<file path="src/rtl/mxbus_pkg.sv">
// Package: shared clock-state type and transfer type codes for the bus sequencer.
// Assumes a single active transfer at a time.
package mxbus_pkg;

    typedef enum logic [2:0] {
        PH_TI = 3'd0,
        PH_T1 = 3'd1,
        PH_T2 = 3'd2,
        PH_T3 = 3'd3,
        PH_TW = 3'd4,
        PH_T4 = 3'd5
    } phase_e;

    localparam logic [2:0] CT_PASSIVE = 3'b111;

    // Transfer type code: memory read 101, memory write 110, I/O read 001, I/O write 010.
    function automatic logic [2:0] ctype_of(input logic io, input logic wr);
        return {~io, wr, ~wr};
    endfunction

endpackage

</file>
<file path="src/rtl/mxbus_fsm.sv">
// Module: clock-state machine of the bus cycle (TI, T1, T2, T3, TW, T4).
// Assumes 'start' is raised only in TI or T4; samples device ready in T3 and TW.
module mxbus_fsm
    import mxbus_pkg::*;
(
    input  logic   clk,
    input  logic   rst_n,
    input  logic   start,
    input  logic   bus_ready,
    output phase_e phase
);

    phase_e nxt;

    // Next-state selection for the bus clock states.
    always_comb begin
        nxt = phase;
        unique case (phase)
            PH_TI:        nxt = start ? PH_T1 : PH_TI;
            PH_T1:        nxt = PH_T2;
            PH_T2:        nxt = PH_T3;
            PH_T3, PH_TW: nxt = bus_ready ? PH_T4 : PH_TW;
            PH_T4:        nxt = start ? PH_T1 : PH_TI;
            default:      nxt = PH_TI;
        endcase
    end

    // State register with synchronous reset to idle.
    always_ff @(posedge clk) begin
        if (!rst_n) phase <= PH_TI;
        else        phase <= nxt;
    end

    // T1 is always followed by T2, and T2 by T3.
    p_t1_to_t2_r1: assert property (@(posedge clk) disable iff (!rst_n)
        phase == PH_T1 |=> phase == PH_T2);
    p_t2_to_t3_r1: assert property (@(posedge clk) disable iff (!rst_n)
        phase == PH_T2 |=> phase == PH_T3);
    // not-ready in T3 or TW gives exactly one more wait state.
    p_wait_insert_r4: assert property (@(posedge clk) disable iff (!rst_n)
        ((phase == PH_T3 || phase == PH_TW) && !bus_ready) |=> phase == PH_TW);
    p_wait_leave_r4: assert property (@(posedge clk) disable iff (!rst_n)
        ((phase == PH_T3 || phase == PH_TW) && bus_ready) |=> phase == PH_T4);
    // a new cycle starts only from idle or T4.
    p_start_legal_r12: assert property (@(posedge clk) disable iff (!rst_n)
        start |-> (phase == PH_TI || phase == PH_T4));

endmodule

</file>
<file path="src/rtl/mxbus_xfer.sv">
// Module: request capture, odd-word splitting into two byte cycles, read-data
// assembly and completion pulse. Assumes the core holds a request until ready.
module mxbus_xfer
    import mxbus_pkg::*;
#(
    parameter int AW = 20,
    parameter int DW = 16
) (
    input  logic              clk,
    input  logic              rst_n,
    input  phase_e            phase,
    input  logic              req_valid,
    output logic              req_ready,
    input  logic              req_io,
    input  logic              req_write,
    input  logic              req_word,
    input  logic [AW-1:0]     req_addr,
    input  logic [DW-1:0]     req_wdata,
    input  logic [1:0]        req_seg,
    input  logic              req_ie,
    input  logic [DW-1:0]     bus_din,
    output logic              start,
    output logic [AW-1:0]     cur_addr,
    output logic              cur_bus_word,
    output logic [DW/2-1:0]   cur_byte,
    output logic [DW-1:0]     cur_wdata,
    output logic              cur_io,
    output logic              cur_wr,
    output logic              cur_ie,
    output logic [1:0]        cur_seg,
    output logic              rsp_done,
    output logic [DW-1:0]     rsp_rdata
);

    localparam int BW = DW / 2;

    logic          split_q;
    logic          piece_q;
    logic          last;
    logic          accept;
    logic          next_piece;
    logic [BW-1:0] byte_in;

    // Handshake and piece sequencing decisions.
    always_comb begin
        last       = !split_q || piece_q;
        req_ready  = (phase == PH_TI) || (phase == PH_T4 && last);
        accept     = req_valid && req_ready;
        next_piece = (phase == PH_T4) && !last;
        start      = accept || next_piece;
        cur_byte   = (split_q && piece_q) ? cur_wdata[DW-1:BW] : cur_wdata[BW-1:0];
        byte_in    = cur_addr[0] ? bus_din[DW-1:BW] : bus_din[BW-1:0];
    end

    // Request latch and address advance for the second half of a split word.
    always_ff @(posedge clk) begin
        if (!rst_n) begin
            cur_addr     <= '0;
            cur_bus_word <= 1'b0;
            cur_wdata    <= '0;
            cur_io       <= 1'b0;
            cur_wr       <= 1'b0;
            cur_ie       <= 1'b0;
            cur_seg      <= 2'b00;
            split_q      <= 1'b0;
            piece_q      <= 1'b0;
        end else if (accept) begin
            cur_addr     <= req_addr;
            cur_bus_word <= req_word && !req_addr[0];
            cur_wdata    <= req_wdata;
            cur_io       <= req_io;
            cur_wr       <= req_write;
            cur_ie       <= req_ie;
            cur_seg      <= req_seg;
            split_q      <= req_word && req_addr[0];
            piece_q      <= 1'b0;
        end else if (next_piece) begin
            cur_addr     <= cur_addr + AW'(1);
            piece_q      <= 1'b1;
        end
    end

    // Completion pulse and read-data capture at the end of T4.
    always_ff @(posedge clk) begin
        if (!rst_n) begin
            rsp_done  <= 1'b0;
            rsp_rdata <= '0;
        end else begin
            rsp_done <= (phase == PH_T4) && last;
            if (phase == PH_T4 && !cur_wr) begin
                if (cur_bus_word)           rsp_rdata <= bus_din;
                else if (split_q && piece_q) rsp_rdata[DW-1:BW] <= byte_in;
                else                        rsp_rdata <= {{BW{1'b0}}, byte_in};
            end
        end
    end

    // a completion pulse never lasts two clocks.
    p_done_single_r1: assert property (@(posedge clk) disable iff (!rst_n)
        rsp_done |=> !rsp_done);
    // completion follows a T4.
    p_done_after_t4_r1: assert property (@(posedge clk) disable iff (!rst_n)
        rsp_done |-> $past(phase) == PH_T4);
    // the second piece of a split word addresses the next byte.
    p_split_next_addr_r9: assert property (@(posedge clk) disable iff (!rst_n)
        next_piece |=> (cur_addr == $past(cur_addr) + AW'(1)) && phase == PH_T1);

endmodule

</file>
<file path="src/rtl/mxbus_drive.sv">
// Module: pin driver. Decodes the clock state and the active transfer into
// strobes, address/status on the upper lines, data lanes and type code.
// Assumes AW - DW >= 3 so the status field fits on the upper lines.
module mxbus_drive
    import mxbus_pkg::*;
#(
    parameter int AW = 20,
    parameter int DW = 16
) (
    input  phase_e            phase,
    input  logic [AW-1:0]     addr,
    input  logic              bus_word,
    input  logic [DW/2-1:0]   byte_val,
    input  logic [DW-1:0]     wdata,
    input  logic              io,
    input  logic              wr,
    input  logic              ie,
    input  logic [1:0]        seg,
    output logic [DW-1:0]     bus_ad_out,
    output logic              bus_ad_oe,
    output logic [AW-DW-1:0]  bus_upper,
    output logic              bus_ale,
    output logic              bus_bhe_n,
    output logic              bus_rd_n,
    output logic              bus_wr_n,
    output logic              bus_io_sel,
    output logic [2:0]        bus_ctype
);

    localparam int UW = AW - DW;

    logic [UW-1:0] status_v;
    logic [DW-1:0] wr_lanes;

    // Status word for the upper lines and write-lane steering.
    always_comb begin
        status_v      = '0;
        status_v[2]   = ie;
        status_v[1:0] = seg;
        wr_lanes      = bus_word ? wdata : {byte_val, byte_val};
    end

    // Pin values per clock state.
    always_comb begin
        bus_ad_out = '0;
        bus_ad_oe  = 1'b0;
        bus_upper  = '0;
        bus_ale    = 1'b0;
        bus_bhe_n  = 1'b1;
        bus_rd_n   = 1'b1;
        bus_wr_n   = 1'b1;
        bus_io_sel = 1'b0;
        bus_ctype  = CT_PASSIVE;
        unique case (phase)
            PH_T1: begin
                bus_ale    = 1'b1;
                bus_ad_oe  = 1'b1;
                bus_ad_out = addr[DW-1:0];
                bus_upper  = io ? '0 : addr[AW-1:DW];
                bus_bhe_n  = !(bus_word || addr[0]);
                bus_io_sel = io;
                bus_ctype  = ctype_of(io, wr);
            end
            PH_T2, PH_T3, PH_TW: begin
                bus_ad_oe  = wr;
                bus_ad_out = wr ? wr_lanes : '0;
                bus_upper  = status_v;
                bus_rd_n   = wr;
                bus_wr_n   = !wr;
                bus_io_sel = io;
                bus_ctype  = ctype_of(io, wr);
            end
            PH_T4: begin
                bus_ad_oe  = wr;
                bus_ad_out = wr ? wr_lanes : '0;
                bus_upper  = status_v;
                bus_rd_n   = wr;
                bus_io_sel = io;
            end
            default: ;
        endcase
    end

endmodule

</file>
<file path="src/rtl/mxbus_sequencer.sv">
// Module: top of the multiplexed address/data bus sequencer. Joins the state
// machine, the transfer tracker and the pin driver. Assumes one request in flight.
module mxbus_sequencer
    import mxbus_pkg::*;
#(
    parameter int AW = 20,
    parameter int DW = 16
) (
    input  logic              clk,
    input  logic              rst_n,
    input  logic              req_valid,
    output logic              req_ready,
    input  logic              req_io,
    input  logic              req_write,
    input  logic              req_word,
    input  logic [AW-1:0]     req_addr,
    input  logic [DW-1:0]     req_wdata,
    input  logic [1:0]        req_seg,
    input  logic              req_ie,
    output logic              rsp_done,
    output logic [DW-1:0]     rsp_rdata,
    output logic [DW-1:0]     bus_ad_out,
    output logic              bus_ad_oe,
    input  logic [DW-1:0]     bus_ad_in,
    output logic [AW-DW-1:0]  bus_upper,
    output logic              bus_ale,
    output logic              bus_bhe_n,
    output logic              bus_rd_n,
    output logic              bus_wr_n,
    output logic              bus_io_sel,
    output logic [2:0]        bus_ctype,
    input  logic              bus_ready
);

    localparam int BW = DW / 2;

    phase_e          phase;
    logic            start;
    logic [AW-1:0]   cur_addr;
    logic            cur_bus_word;
    logic [BW-1:0]   cur_byte;
    logic [DW-1:0]   cur_wdata;
    logic            cur_io;
    logic            cur_wr;
    logic            cur_ie;
    logic [1:0]      cur_seg;

    mxbus_fsm u_fsm (
        .clk       (clk),
        .rst_n     (rst_n),
        .start     (start),
        .bus_ready (bus_ready),
        .phase     (phase)
    );

    mxbus_xfer #(.AW(AW), .DW(DW)) u_xfer (
        .clk          (clk),
        .rst_n        (rst_n),
        .phase        (phase),
        .req_valid    (req_valid),
        .req_ready    (req_ready),
        .req_io       (req_io),
        .req_write    (req_write),
        .req_word     (req_word),
        .req_addr     (req_addr),
        .req_wdata    (req_wdata),
        .req_seg      (req_seg),
        .req_ie       (req_ie),
        .bus_din      (bus_ad_in),
        .start        (start),
        .cur_addr     (cur_addr),
        .cur_bus_word (cur_bus_word),
        .cur_byte     (cur_byte),
        .cur_wdata    (cur_wdata),
        .cur_io       (cur_io),
        .cur_wr       (cur_wr),
        .cur_ie       (cur_ie),
        .cur_seg      (cur_seg),
        .rsp_done     (rsp_done),
        .rsp_rdata    (rsp_rdata)
    );

    mxbus_drive #(.AW(AW), .DW(DW)) u_drive (
        .phase      (phase),
        .addr       (cur_addr),
        .bus_word   (cur_bus_word),
        .byte_val   (cur_byte),
        .wdata      (cur_wdata),
        .io         (cur_io),
        .wr         (cur_wr),
        .ie         (cur_ie),
        .seg        (cur_seg),
        .bus_ad_out (bus_ad_out),
        .bus_ad_oe  (bus_ad_oe),
        .bus_upper  (bus_upper),
        .bus_ale    (bus_ale),
        .bus_bhe_n  (bus_bhe_n),
        .bus_rd_n   (bus_rd_n),
        .bus_wr_n   (bus_wr_n),
        .bus_io_sel (bus_io_sel),
        .bus_ctype  (bus_ctype)
    );

    // the latch strobe appears only in the first clock of a cycle.
    p_ale_in_t1_r2: assert property (@(posedge clk) disable iff (!rst_n)
        bus_ale |=> !bus_ale && !bus_bhe_n == 1'b0);
    // I/O cycles never put address on the upper lines.
    p_io_upper_zero_r6: assert property (@(posedge clk) disable iff (!rst_n)
        (bus_ale && bus_io_sel) |-> bus_upper == '0);

endmodule

</file>
<file path="config.mk">
export PLATFORM = sky130hd
export DESIGN_NAME = mxbus_sequencer
export DESIGN_NICKNAME = d
export VERILOG_FILES = /design/src/rtl/mxbus_pkg.sv /design/src/rtl/mxbus_fsm.sv /design/src/rtl/mxbus_xfer.sv /design/src/rtl/mxbus_drive.sv /design/src/rtl/mxbus_sequencer.sv
export SDC_FILE = /design/constraint.sdc
export NUM_CORES = 1
export LEC_CHECK = 0
export BUFFER_PORTS_ARGS = -buffer_cell sky130_fd_sc_hd__buf_2
export CELL_PAD_IN_SITES_DETAIL_PLACEMENT = 1
export CELL_PAD_IN_SITES_GLOBAL_PLACEMENT = 2
export CORE_ASPECT_RATIO = 1.1
export CORE_MARGIN = 2
export CORE_UTILIZATION = 29
export CTS_CLUSTER_SIZE = 30
export DETAILED_ROUTE_END_ITERATION = 8
export PLACE_DENSITY_LB_ADDON = 0.2
export SYNTH_ARGS = -nofsm -noshare
export SYNTH_HDL_FRONTEND = slang
export SYNTH_SLANG_ARGS = --single-unit
</file>
<file path="constraint.sdc">
create_clock -name clk -period 2.4 [get_ports clk]
set_input_delay 0.6 -clock clk [delete_from_list [all_inputs] [get_ports clk]]
set_output_delay 0.6 -clock clk [all_outputs]
set_load 0.05 [all_outputs]
</file>
Word level (Yosys, flattened, before mapping)

Index checks and enable logic that the tools add are counted.

Flip-flop bits (word level): 64
Input port bits: 62

Add/sub/neg operators: 1
Reduce and logical (&&, ||, !) cells: 26
Equal/unequal tests: 6
Bitwise operators: 3
Mux-type cells: 22

Operator list:

| cell                                                   | count |
|---|---|
| two-way mux 16 bit                                     | 3 |
| two-way mux 20 bit                                     | 2 |
| two-way mux 8 bit                                      | 4 |
| one-hot mux 16 bit (2 select lines)                    | 1 |
| adder 20 x 1 -> 20 bit (second input constant)         | 1 |
| one-hot mux 3 bit (4 select lines)                     | 1 |
| one-hot mux 4 bit (2 select lines)                     | 1 |
| OR reduction 4 bit                                     | 2 |
| logical AND 1 bit                                      | 7 |
| two-way mux 1 bit                                      | 7 |
| equality test 3 x 2 -> 1 bit (second input constant)   | 2 |
| equality test 3 bit (second input constant)            | 2 |
| OR reduction 2 bit                                     | 3 |
| zero test 1 bit                                        | 5 |
| OR reduction 5 bit                                     | 1 |
| logical OR 1 bit                                       | 4 |
| two-way mux 4 bit                                      | 1 |
| equality test 3 x 1 -> 1 bit (second input constant)   | 1 |
| zero test 3 bit                                        | 1 |
| two-way mux 3 bit                                      | 1 |
| inverter 1 bit                                         | 3 |
| OR reduction 3 bit                                     | 1 |
| inequality test 2 x 1 -> 1 bit (second input constant) | 1 |
| one-hot mux 1 bit (2 select lines)                     | 1 |
| 2 further kinds                                        | 2 |

Depth between registers and ports, before layout

Gate-level depths: netlist (run 1).

Word-level depth: 8
Gate-level depth with buffers: 9
Depth with buffers taken out: 6

By module

From an unflattened synthesis (run 1), not the netlist that was laid out.

Cells, all modules: 398
Area total of the unflattened synthesis: 3523.4 sq um

Modules (own cells, without submodules):

| module      | area an instance (sq um) | seq. area each (sq um) | cells each | times used |
|---|---|---|---|---|
| mxbus_xfer  | 2889.0                   | 1221.2                 | 324        | 1 |
| mxbus_drive | 494.2                    | 0.0                    | 59         | 1 |
| mxbus_fsm   | 140.1                    | 60.1                   | 15         | 1 |

Worst setup path before layout (run 1)

OpenSTA, ideal clock, no wires.

Path type: register to output
Start point: reg u_xfer.split_q
End point: out bus_ad_out[0]
Arrival time: 2068 ps
Cell stages (with the launch flop): 7
Required time: 1800 ps
Path slack: -268 ps
Cell sequence: dfxtp_1 buf_4 nand2_1 or2_0 buf_2 mux2i_1 o21ai_0

Cells in the longest elaborated chain, start to end: 5

Ends and longest elaborated chain:

| what                                | RTL line                             | source |
|---|---|---|
| start: declaration                  | mxbus_xfer.sv:37                     | `logic split_q;` |
| start signal: assignment            | mxbus_xfer.sv:75                     | `split_q <= req_word && req_addr[0];` |
| logical AND 1 bit                   | mxbus_xfer.sv:51                     | `cur_byte = (split_q && piece_q) ? cur_wdata[DW-1:BW] : cur_wdata[BW-1:0];` |
| two-way mux 8 bit                   | mxbus_xfer.sv:51                     |  |
| two-way mux 16 bit                  | mxbus_drive.sv:40                    | `wr_lanes = bus_word ? wdata : {byte_val, byte_val};` |
| two-way mux 16 bit                  | mxbus_drive.sv:66, mxbus_drive.sv:75 |  |
| one-hot mux 16 bit (2 select lines) | mxbus_drive.sv:54                    | `unique case (phase)` |
| end: declaration                    | mxbus_sequencer.sv:22                | `output logic [DW-1:0] bus_ad_out,` |

No other way between the ends.

Worst setup path after layout (run 1)

Start point: reg u_fsm.phase[2]
End point: out bus_ad_out[8]

Cells in the longest elaborated chain, start to end: 3
Elaborated cells on any way between the ends: 7
Those cells by class: eq/ne (5); mux (1); reduce/logical (1)

Ends and longest elaborated chain:

| what                                                                       | RTL line          | source |
|---|---|---|
| start: declaration                                                         | mxbus_fsm.sv:10   | `output phase_e phase` |
| start signal: assignment                                                   | mxbus_fsm.sv:31   | `else phase <= nxt;` |
| equality test 3 bit / equality test 3 x 2 -> 1 bit (equally long branches) | mxbus_drive.sv:54 |  |
| OR reduction 4 bit (no line)                                               | --                |  |
| one-hot mux 16 bit (2 select lines) *                                      | mxbus_drive.sv:54 |  |

Mark *: on every way between the ends. The rest lies on a longest branch, timed or not.

==> results.ini, run 1 <==
[run_status]
status=completed

[worst_setup_path]
critPathMaxStageDelay_ns=0.34
r2r-end=u_xfer.cur_wdata[3]
cp-startpoint=u_fsm.phase[2]
crit_slowest_cell=dfxtp_1
cp.required_ns=1.80
reg2regPathDepth=7
crit_path_start_kind=flip-flop
end_kind=primary output
r2r_start=u_fsm.phase[2]
r2r_slack_ns=0.59
critPathKind=reg -> out
critPathMaxFanout=17
endpoint=bus_ad_out[8]
crit_chain=xor2_1, nand2_4, o21ai_0, buf_2
cp.arrival_ns=1.74

[grt]
antenna_found_initial=0
grt_max_degree=60
grt_pass1_vias=3459
grt_pass1_wl_mm=17.93
grt_util_all_layers_pct=17.95
overflow=0

[sta]
final_hold_viol_count=0
slew_violations=0
finClkSkew_ns=0.007127
tightest_slew_ns=0.8661
relSlewSlack_pct=41.82
period_minus_slack_ns=2.339
hold_ws_ns=0.4662
fmax_mhz=427.5
setup_tns_ns=0
setup_viol=0
min_period_over_period_pct=97.46
rsz0062_at_grt=yes

[final_layout]
nets=593
num_antenna_cells=0
syn2layout_area_growth_pct=33.78
drive_above_1_share_pct=29.78
instances_no_fill=684
fin_area_sq_mm=0.004623
layout_commonest_cell=nand2_1
layout_common_cells=95 x nand2_1, 91 x buf_2, 63 x dfxtp_1, 29 x buf_4

[die]
rows=41
ioPinCount=109
core_sq_mm=0.01154
die_w_um=108.1
die_h_um=118.5
start_util_pct=29.94
dieArea_sq_mm=0.01281

[logic_synthesis]
synth_warnings=0
synth_cell_types=45
async_flop_share_pct=0
avgSynthCellArea_sq_um=8.189
synth-edff-count=0
syn_nets=485
syn_area_sq_mm=0.003456
syn_inst=422
synth_seq_cells=64
synthFlopType=dfxtp_1
ys_seq_area_share_pct=37.07

[placed_design]
place_area_sq_mm=0.004208
hpwl_mm=8.400
io_buffers=108
routabilityCongestion=0.7611
dp.cells=669

[route]
post_drt_wl_per_cell_um=16.24
drt-total-wl_mm=11.11
vias_per_cell=4.952
first_iter_violations=117
ant_nets=0
drc=0
vias=3387
first_pass_iters=4

[clock_tree]
cts_tree=built
cts-root-buf=clkbuf_16
clk_pin_slew_ns=0.05
clk_latency_ns=0.33
htree_num_levels=3
numCtsBuffers=9
clk_path_buf_depth=2
cts.sinks=64

[pwr]
power_density_mw_per_mm2=792.3
irDropWorstVdd_v=0.0002856
total_power_mw=3.663
leakagePower_nw=2.192

[flow_run]
cap_violations=0

[hold_path]
hold-path-cell-count=2
min_path_type=reg -> reg

-- synthesized netlist by cell type (4+ instances only) --
cell,instances,area [sq um]
dfxtp_1,64,1281
a22oi_1,8,60.06
nor2_1,10,37.54
a21oi_1,19,95.09
clkbuf_1,14,52.55
nand3_1,11,55.05
nand2b_1,5,31.28
nand2_1,96,360.4
xor2_1,13,113.9
a21boi_1,7,52.55
o211a_1,19,190.2
and4_1,4,35.03
buf_4,5,37.54
buf_2,12,60.06
a21boi_0,17,127.6
nand4_1,7,43.79
xnor2_1,8,70.07
nor3_1,4,20.02
mux2i_1,24,240.2
o21ai_0,39,195.2
-- through the flow --
stage | util, % | setup slack, ns
global route | 40.05 | -0.08306
finish | 40.05 | 0.06102
global placement | 36.46 | 0.2314
floorplan | - | -0.2643
detailed placement | 36.46 | 0.1523
CTS | 39.76 | 0.01976
-- logic make-up (layout without fill, tap and decap cells) --
family                     after synthesis  after routing  share of synthesized area [%]
xor gates and xnor gates                21             21                          5.322
and+or+nand+nor                        159            159                          22.52
AOI/OAI and AO/OA                      117            117                          22.66
muxes                                   24             24                          6.951
DFF                                     64             64                          37.07
adders and majority gates                1              1                         0.3620
buffers and inverters                   36            148                          5.105
-- sequential cells by signal (all words and copies together) (netlist names) --
| register | cells |
|---|---|
| u_xfer.cur_seg | 2 |
| u_fsm.phase | 3 |
| u_xfer.split_q | 1 |
| u_xfer.rsp_done | 1 |
| u_xfer.cur_bus_word | 1 |
| u_xfer.cur_addr | 20 |
| u_xfer.piece_q | 1 |
| u_xfer.cur_io | 1 |
| u_xfer.cur_wr | 1 |
| u_xfer.rsp_rdata | 16 |
| u_xfer.cur_wdata | 16 |
| u_xfer.cur_ie | 1 |
-- timing repair --
action / 4_1_cts / 5_1_grt
hold buffers: 0 / 0
cloned: 0 / 0
buffers inserted: 0 / 0
setup endpoints to repair: 19 / 16
gates resized for setup: 16 / 15
-- worst min path at each step --
stage / from / to / slack, ns
finish: u_xfer.cur_wdata[10] / u_xfer.cur_wdata[10] / 0.47
global route: u_xfer.cur_wdata[5] / u_xfer.cur_wdata[5] / 0.49
CTS: u_xfer.cur_wdata[10] / u_xfer.cur_wdata[10] / 0.47
detailed placement: u_xfer.cur_wdata[10] / u_xfer.cur_wdata[10] / 0.46
global placement: u_xfer.cur_seg[0] / u_xfer.cur_seg[0] / 0.46
floorplan: u_xfer.cur_seg[0] / u_xfer.cur_seg[0] / 0.44
-- routing by layer --
metal	routed length [um]	GRT usage [%]
met5	0	0
met4	217	6.731
met3	551	3.971
met2	5235	28.89
met1	5104	23.30
-- where the power goes --
part / total [mW] / internal, mW / leakage (nW) / switching [mW]
Clock: 1.49 / 1.02 / 0.168 / 0.477
Sequential: 1.27 / 1.16 / 0.524 / 0.105
Combinational: 0.901 / 0.315 / 1.50 / 0.585
-- final cells by class --
class / instances / area, sq um
fill: 1435 / 6919
multi-input combinational: 322 / 2021
sequential: 64 / 1285
timing repair buffer: 129 / 772.0
clock buffer: 13 / 280.3
tap: 150 / 187.7
clock inverter: 2 / 60.06
inverter: 4 / 17.52
-- worst max-delay path, delay by kind of cell (launching register included) --
kind	cells	cell delay (ns)
flip-flops	1	0.34
AND/OR/NAND/NOR	1	0.22
XOR/XNOR	1	0.34
buffers and inverters	1	0.29
AO/OA/AOI/OAI	1	0.21
Power figures use the tool's default switching activity.
==> run 2: changes to the inputs <==
--- a/config.mk
+++ b/config.mk
@@ -13,6 +13,7 @@
 export CORE_UTILIZATION = 29
 export CTS_CLUSTER_SIZE = 30
 export DETAILED_ROUTE_END_ITERATION = 8
+export GPL_TIMING_DRIVEN = 0
 export PLACE_DENSITY_LB_ADDON = 0.2
 export SYNTH_ARGS = -nofsm -noshare
 export SYNTH_HDL_FRONTEND = slang
==> run 2 against run 1 <==
Against the previous run: flip-flop and latch count did not move; hold slack improved by 0.0060 ns; worst setup slack got worse by 0.0092 ns; sequential share of layout area fell by 0.82 points; via count rose by 4.1%; first-iteration DRC count rose by 15%; critical path type unchanged; largest power group unchanged.
==> results.ini, run 2 (synthesized netlist as in run 1, its figures left out) <==
[final_layout]
nets=617  ; +4.0%
regMostFlops=u_xfer.cur_addr
syn2layout_area_growth_pct=38.52
layout_common_cells=97 x buf_2, 94 x nand2_1, 60 x dfxtp_1, 27 x buf_4, 24 x mux2i_1
num_antenna_cells=0  ; unchanged
drive_above_1_share_pct=32.56  ; +2.8 points
largest_reg_flops=20  ; unchanged
largestRegisters=u_xfer.cur_addr: 20 flops, u_xfer.cur_wdata: 16 flops, u_xfer.rsp_rdata: 16 flops
n_fill_cell=1428  ; -0.49%
layout_commonest_cell=buf_2

[clock_tree]
clk_path_buf_depth=2  ; unchanged
clk_latency_ns=0.33  ; about the same
clk_pin_slew_ns=0.05  ; about the same
hold_buffers=0  ; unchanged
cts-root-buf=clkbuf_16
cts_tree=built
numCtsBuffers=9  ; unchanged
cts.sinks=64  ; unchanged
htree_num_levels=3  ; unchanged

[grt]
grt_pass1_vias=3628  ; +4.9%
met1_usage_pct=23.13  ; -0.16 points
grt_pass1_wl_mm=18.55  ; +3.5%
overflow=0  ; unchanged
grt.busiest_layer=met2
antenna_found_initial=1  ; +1
grt_util_all_layers_pct=18.59  ; +0.64 points
grt.met3_usage_pct=4.688  ; +0.72 points
grt_max_degree=12  ; -80%
grt_use_met2_pct=31.96  ; +3.1 points

[worst_setup_path]
crit_slowest_cell=dfxtp_2
critPathMaxStageDelay_ns=0.40  ; +0.06 ns
cp.arrival_ns=1.75  ; about the same
r2r_slack_ns=0.37  ; -0.22 ns
reg2regPathDepth=8  ; +1
r2r-end=u_xfer.cur_addr[11]
cp.required_ns=1.80  ; about the same
end_kind=primary output
r2r_start=u_xfer.split_q
critPathKind=reg -> out
crit_chain=xor2_4, nand2_4, clkbuf_4, o21ai_0, buf_4
critPathMaxFanout=10  ; -7
crit_path_start_kind=flip-flop

[hold_path]
hold-path-cell-count=2  ; unchanged
hp-start=u_xfer.cur_wdata[10]
min_to=u_xfer.cur_wdata[10]
min_path_type=reg -> reg

[sta]
worst_slack_ns=0.05183  ; -0.009190 ns
setup_viol=0  ; unchanged
setup_tns_ns=0  ; unchanged
rsz0062_at_grt=no
finClkSkew_ns=0.005754  ; -0.001373 ns
tightest_slew_ns=0.8823  ; +0.01622 ns
final_hold_viol_count=0  ; unchanged
min_period_over_period_pct=97.84  ; +0.38 points
relSlewSlack_pct=40.73  ; -1.1 points
fmax_mhz=425.9  ; -0.39%
period_minus_slack_ns=2.348  ; +0.009190 ns
slew_violations=0  ; unchanged

[placed_design]
routabilityCongestion=0.7707  ; +1.3%
hpwl_mm=9.078  ; +8.1%
io_buffers=107  ; -0.93%
dp_slack_ns=-0.2686  ; -0.4209 ns

[die]
core_sq_mm=0.01154  ; unchanged
ioPinCount=109  ; unchanged
die_w_um=108.1  ; unchanged
start_util_pct=29.94  ; unchanged
rows=41  ; unchanged
dieArea_sq_mm=0.01281  ; unchanged
die_h_um=118.5  ; unchanged

[route]
post_drt_wl_per_cell_um=17.02  ; +4.8%
first_iter_violations=134  ; +15%
drc=0  ; unchanged
ant_nets=0  ; unchanged
vias_per_cell=4.975  ; +0.46%
first_pass_iters=4  ; unchanged
drt-total-wl_mm=12.07  ; +8.6%
vias=3527  ; +4.1%

[pwr]
power_density_mw_per_mm2=740.7  ; -6.5%
leakagePower_nw=2.254  ; +2.8%
irDropWorstVdd_v=0.0003605  ; +26%

[run_status]
status=completed

[flow_run]
cap_violations=0  ; unchanged

==> run 2: metrics by stage <==
step                hold WS (ns)  utilization [%]  power, mW  area [sq um]  cells
global route              0.4866            41.47      3.717          4787    709
CTS                       0.4734            40.10      3.531          4628    696
global placement          0.4518            36.25      2.155          4184    679
floorplan                 0.4429                -      1.884          3461    422
detailed placement        0.4660            36.25      2.173          4184    679
finish                    0.4723            41.47      3.546          4787    709
==> run 2: worst max-delay path by stage <==
stage,start,end,slack [ns],depth (start not counted)
2_1_floorplan,u_xfer.split_q,bus_ad_out[14],-0.26,4
3_3_place_gp,u_fsm.phase[0],bus_ad_out[2],-0.25,6
3_5_place_dp,u_fsm.phase[0],bus_ad_out[2],-0.27,6
4_1_cts,u_fsm.phase[1],bus_ad_out[14],0.0001,5
5_1_grt,u_fsm.phase[2],bus_ad_out[5],0.0003,7
6_report,u_fsm.phase[2],bus_ad_out[9],0.05,5
==> run 2: what timing repair did <==
item / 4_1_cts / 5_1_grt
setup endpoints to repair: 25 / 21
gates resized for setup: 48 / 25
buffers inserted: 1 / 11
pin swaps: 2 / 5
cloned: 0 / 2
==> run 2: metal layers <==
layer	vias to the layer above	wire [um]
met3	15	661
met2	83	6042
met4	2	138
li1	1737	-
met5	-	16
met1	1690	5210
==> run 2: worst max-delay path, delay by kind of cell (launching register included) <==
| kind | cells | cell delay, ns |
|---|---|---|
| flip-flops | 1 | 0.40 |
| AND/OR/NAND/NOR | 1 | 0.14 |
| XOR/XNOR | 1 | 0.19 |
| AO/OA/AOI/OAI | 1 | 0.22 |
| buffers and inverters | 2 | 0.47 |
==> run 2: final cells by class <==
class	instances	area (sq um)	share of cell area [%]
buffer	32	212.7	4.443
clock buffer	10	229.0	4.783
clock inverter	6	60.06	1.255
inverter	4	16.27	0.3398
multi-input combinational	322	2071	43.26
sequential	64	1291	26.97
tap	150	187.7	3.921
timing repair buffer	121	719.4	15.03
==> run 2: report_power, final <==
group / total, mW / leakage, nW / internal [mW] / switching [mW]
combinational: 0.969 / 1.59 / 0.355 / 0.613
clock: 1.29 / 0.138 / 0.798 / 0.496
sequential: 1.28 / 0.526 / 1.17 / 0.116
total: 3.55 / 2.25 / 2.32 / 1.23
==> run 3: changes to the inputs <==
--- a/config.mk
+++ b/config.mk
@@ -10,11 +10,12 @@
 export CELL_PAD_IN_SITES_GLOBAL_PLACEMENT = 2
 export CORE_ASPECT_RATIO = 1.1
 export CORE_MARGIN = 2
-export CORE_UTILIZATION = 29
+export CORE_UTILIZATION = 30
 export CTS_CLUSTER_SIZE = 30
 export DETAILED_ROUTE_END_ITERATION = 8
 export GPL_TIMING_DRIVEN = 0
 export PLACE_DENSITY_LB_ADDON = 0.2
 export SYNTH_ARGS = -nofsm -noshare
 export SYNTH_HDL_FRONTEND = slang
+export SYNTH_HIERARCHICAL = 1
 export SYNTH_SLANG_ARGS = --single-unit
==> run 3 against run 2 <==
Against the previous run: worst setup slack got worse by 0.0056 ns; largest cell class unchanged; design area rose by 2.6%; critical path type unchanged; sequential power rose by 26%; synthesized area rose by 2.0%; register-to-register slack got worse by 0.22 ns; maximum frequency fell by 0.24%; clock skew fell by 0.0015 ns; highest routed layer unchanged; global-route usage rose by 1.3 points; utilization rose by 1.5 points; cell count fell by 4.2%.
==> results.ini, run 3 <==
[sta]
final_hold_viol_count=0  ; unchanged
slew_violations=0  ; unchanged
fmax_mhz=424.8  ; -0.24%
finClkSkew_ns=0.004270  ; -0.001483 ns
hold_ws_ns=0.4710  ; -0.001274 ns
relSlewSlack_pct=40.15  ; -0.57 points
min_period_over_period_pct=98.07  ; +0.23 points
period_minus_slack_ns=2.354  ; +0.005623 ns
tightest_slew_ns=0.8908  ; +0.008549 ns
setup_viol=0  ; unchanged

[final_layout]
num_antenna_cells=0  ; unchanged
instances_no_fill=679  ; -4.2%
largest_reg_flops=20  ; unchanged
largestRegisters=u_xfer/cur_addr: 20 flops, u_xfer/cur_wdata: 16 flops, u_xfer/rsp_rdata: 16 flops
nets=588  ; -4.7%
regMostFlops=u_xfer/cur_addr
layout_common_cells=96 x buf_2, 58 x dfxtp_1, 57 x nand2_1, 24 x nor2_1, 21 x buf_4
drive_above_1_share_pct=37.05  ; +4.5 points
layout_commonest_cell=buf_2
syn2layout_area_growth_pct=39.45

[grt]
grt_max_degree=16  ; +4
overflow=0  ; unchanged
grt_pass1_vias=3663  ; +0.96%
grt_util_all_layers_pct=19.87  ; +1.3 points
antenna_found_initial=1  ; unchanged
grt_pass1_wl_mm=19.28  ; +3.9%

[logic_synthesis]
async_flop_share_pct=0  ; unchanged
synth_warnings=6  ; +6
netlist_top_cells_count=64 x dfxtp_1, 58 x nand2_1, 25 x mux2i_1
syn_area_sq_mm=0.003523  ; +2.0%
synth_cell_types=53  ; +18%
ys_seq_area_share_pct=36.36  ; -0.71 points
yosys.area.top_type=dfxtp_1
syn_nets=462  ; -4.7%
synth_seq_cells=64  ; unchanged
syn_inst=398  ; -5.7%
synthFlopType=dfxtp_1
synth_top_area_share_pct=36.36  ; -0.71 points
synthMostInstantiatedCell=dfxtp_1
synth-edff-count=0  ; unchanged
avgSynthCellArea_sq_um=8.853  ; +8.1%
netlist_top_cells_area=dfxtp_1 36%, mux2i_1 7.1%, nand2_1 6.2%

[route]
first_pass_iters=4  ; unchanged
drc=0  ; unchanged
top_layer=met5
met3_length_um=559  ; -15%
met2_length_mm=6.230  ; +3.1%
ant_nets=0  ; unchanged
m1WireLength_mm=5.191  ; -0.36%
drt-total-wl_mm=12.31  ; +2.0%
post_drt_wl_per_cell_um=18.13  ; +6.5%
vias_per_cell=5.080  ; +2.1%
vias=3449  ; -2.2%
first_iter_violations=121  ; -9.7%

[placed_design]
dp.cells=656  ; -3.4%
io_buffers=108  ; +0.93%
routabilityCongestion=0.8116  ; +5.3%
hpwl_mm=9.344  ; +2.9%

[pwr]
comb_power_share_pct=40.5  ; +13 points
p_sw_share_pct=41.95  ; +7.4 points
leakagePower_nw=1.959  ; -13%
pwr-share-seq_pct=32.8  ; -3.4 points
power_density_mw_per_mm2=996.8  ; +35%
irDropWorstVdd_v=0.0003195  ; -11%
pwr-share-clk_pct=26.7  ; -9.8 points
intPower_mw=2.843  ; +23%
netSwitchingPower_mw=2.054  ; +68%

[clock_tree]
cts-root-buf=clkbuf_16
htree_num_levels=3  ; unchanged
cts.sinks=64  ; unchanged
clk_path_buf_depth=2  ; unchanged
hold_buffers=0  ; unchanged
cts_tree=built
clk_latency_ns=0.33  ; about the same
clk_pin_slew_ns=0.06  ; about the same
numCtsBuffers=9  ; unchanged

[die]
die_h_um=117.7  ; -0.70%
dieArea_sq_mm=0.01263  ; -1.4%
ioPinCount=109  ; unchanged
rows=41  ; unchanged
core_sq_mm=0.01144  ; -0.89%
die_w_um=107.3  ; -0.70%
start_util_pct=30.80  ; +0.86 points

[worst_setup_path]
cp.required_ns=1.80  ; about the same
critPathMaxFanout=15  ; +5
cp.arrival_ns=1.75  ; about the same
critPathKind=reg -> out
end_kind=primary output
crit_path_start_kind=flip-flop

[flow_run]
cap_violations=0  ; unchanged

[run_status]
status=completed

[hold_path]
min_path_type=reg -> reg

run 3: cell types whose count changed in the layout (fill, tap and decap cells not counted), moves of 7 or more:
cell | previous run | this run
nand2_1 | 94 | 57
o211a_1 | 19 | 3
a211oi_1 | 0 | 15
nor2_1 | 10 | 24
mux2_2 | 0 | 8
o21ai_0 | 23 | 15
o21ai_1 | 14 | 6
buf_6 | 16 | 9
o2bb2ai_4 | 0 | 7
run 3: final timing paths:
kind	start	slack (ns)	endpoint	cells after the start
worst max-delay path	u_fsm/phase[2]	0.05	bus_ad_out[1]	6
worst min-delay path	u_xfer/cur_ie	0.47	u_xfer/cur_ie	2
worst max register to register	u_fsm/phase[2]	0.15	u_fsm/phase[0]	9
worst min register to register	u_xfer/cur_ie	0.47	u_xfer/cur_ie	2
run 3: timing repair:
item,4_1_cts,5_1_grt
gates resized for setup,39,9
buffers inserted,3,4
pin swaps,1,1
gates cloned,0,1
setup endpoints to repair,26,19
run 3: layout make-up:
cell class                      count  area, sq um
Fill cell                        1378         6526
Multi-Input combinational cell    304         2292
Sequential cell                    64         1296
Timing Repair Buffer              116        651.9
Clock buffer                        9        225.2
Tap cell                          150        187.7
Buffer                             23        165.2
Clock inverter                      7        72.57
Inverter                            6        22.52
run 3: cells by family after synthesis:
family | Yosys count | share of synthesized area [%]
buffers and inverters | 30 | 4.758
adder cells (fa/ha/maj) | 2 | 0.7101
XOR/XNOR | 19 | 4.723
multiplexers | 33 | 9.659
flip-flops | 64 | 36.36
AO/OA/AOI/OAI | 110 | 22.34
AND/OR/NAND/NOR | 140 | 21.45
run 3: layer usage:
layer	GRT usage, %	vias to the layer above
met2	34.65	85
met5	0	-
met3	3.765	21
met1	23.62	1649
met4	8.253	2
li1	-	1692
run 3: critical path: stages (launching register included):
cell	delay (ns)
dfxtp_4	0.34
buf_4	0.19
nor3b_4	0.19
buf_4	0.18
buf_4	0.13
o2bb2ai_1	0.15
buf_4	0.24
run 3: power groups by stage:
stage	Clock [mW]	Combinational [mW]	Sequential, mW
3_5_place_dp	0	1.81	1.63
3_3_place_gp	0	1.77	1.62
2_1_floorplan	0	1.36	1.53
6_report	1.31	1.98	1.61
4_1_cts	1.34	1.91	1.62
5_1_grt	1.38	2.15	1.64
run 3: through the flow:
stage          utilization [%]  setup TNS, ns  worst slack, ns  total power, mW  instance area [sq um]
2_1_floorplan                -         -1.196          -0.1356            2.891                   3675
3_3_place_gp             38.49         -3.310          -0.3208            3.394                   4403
3_5_place_dp             38.49         -3.952          -0.3612            3.440                   4403
4_1_cts                  42.29              0         0.002669            4.866                   4838
5_1_grt                  42.95       -0.02407         -0.01306            5.167                   4913
6_report                 42.95              0          0.04620            4.898                   4913
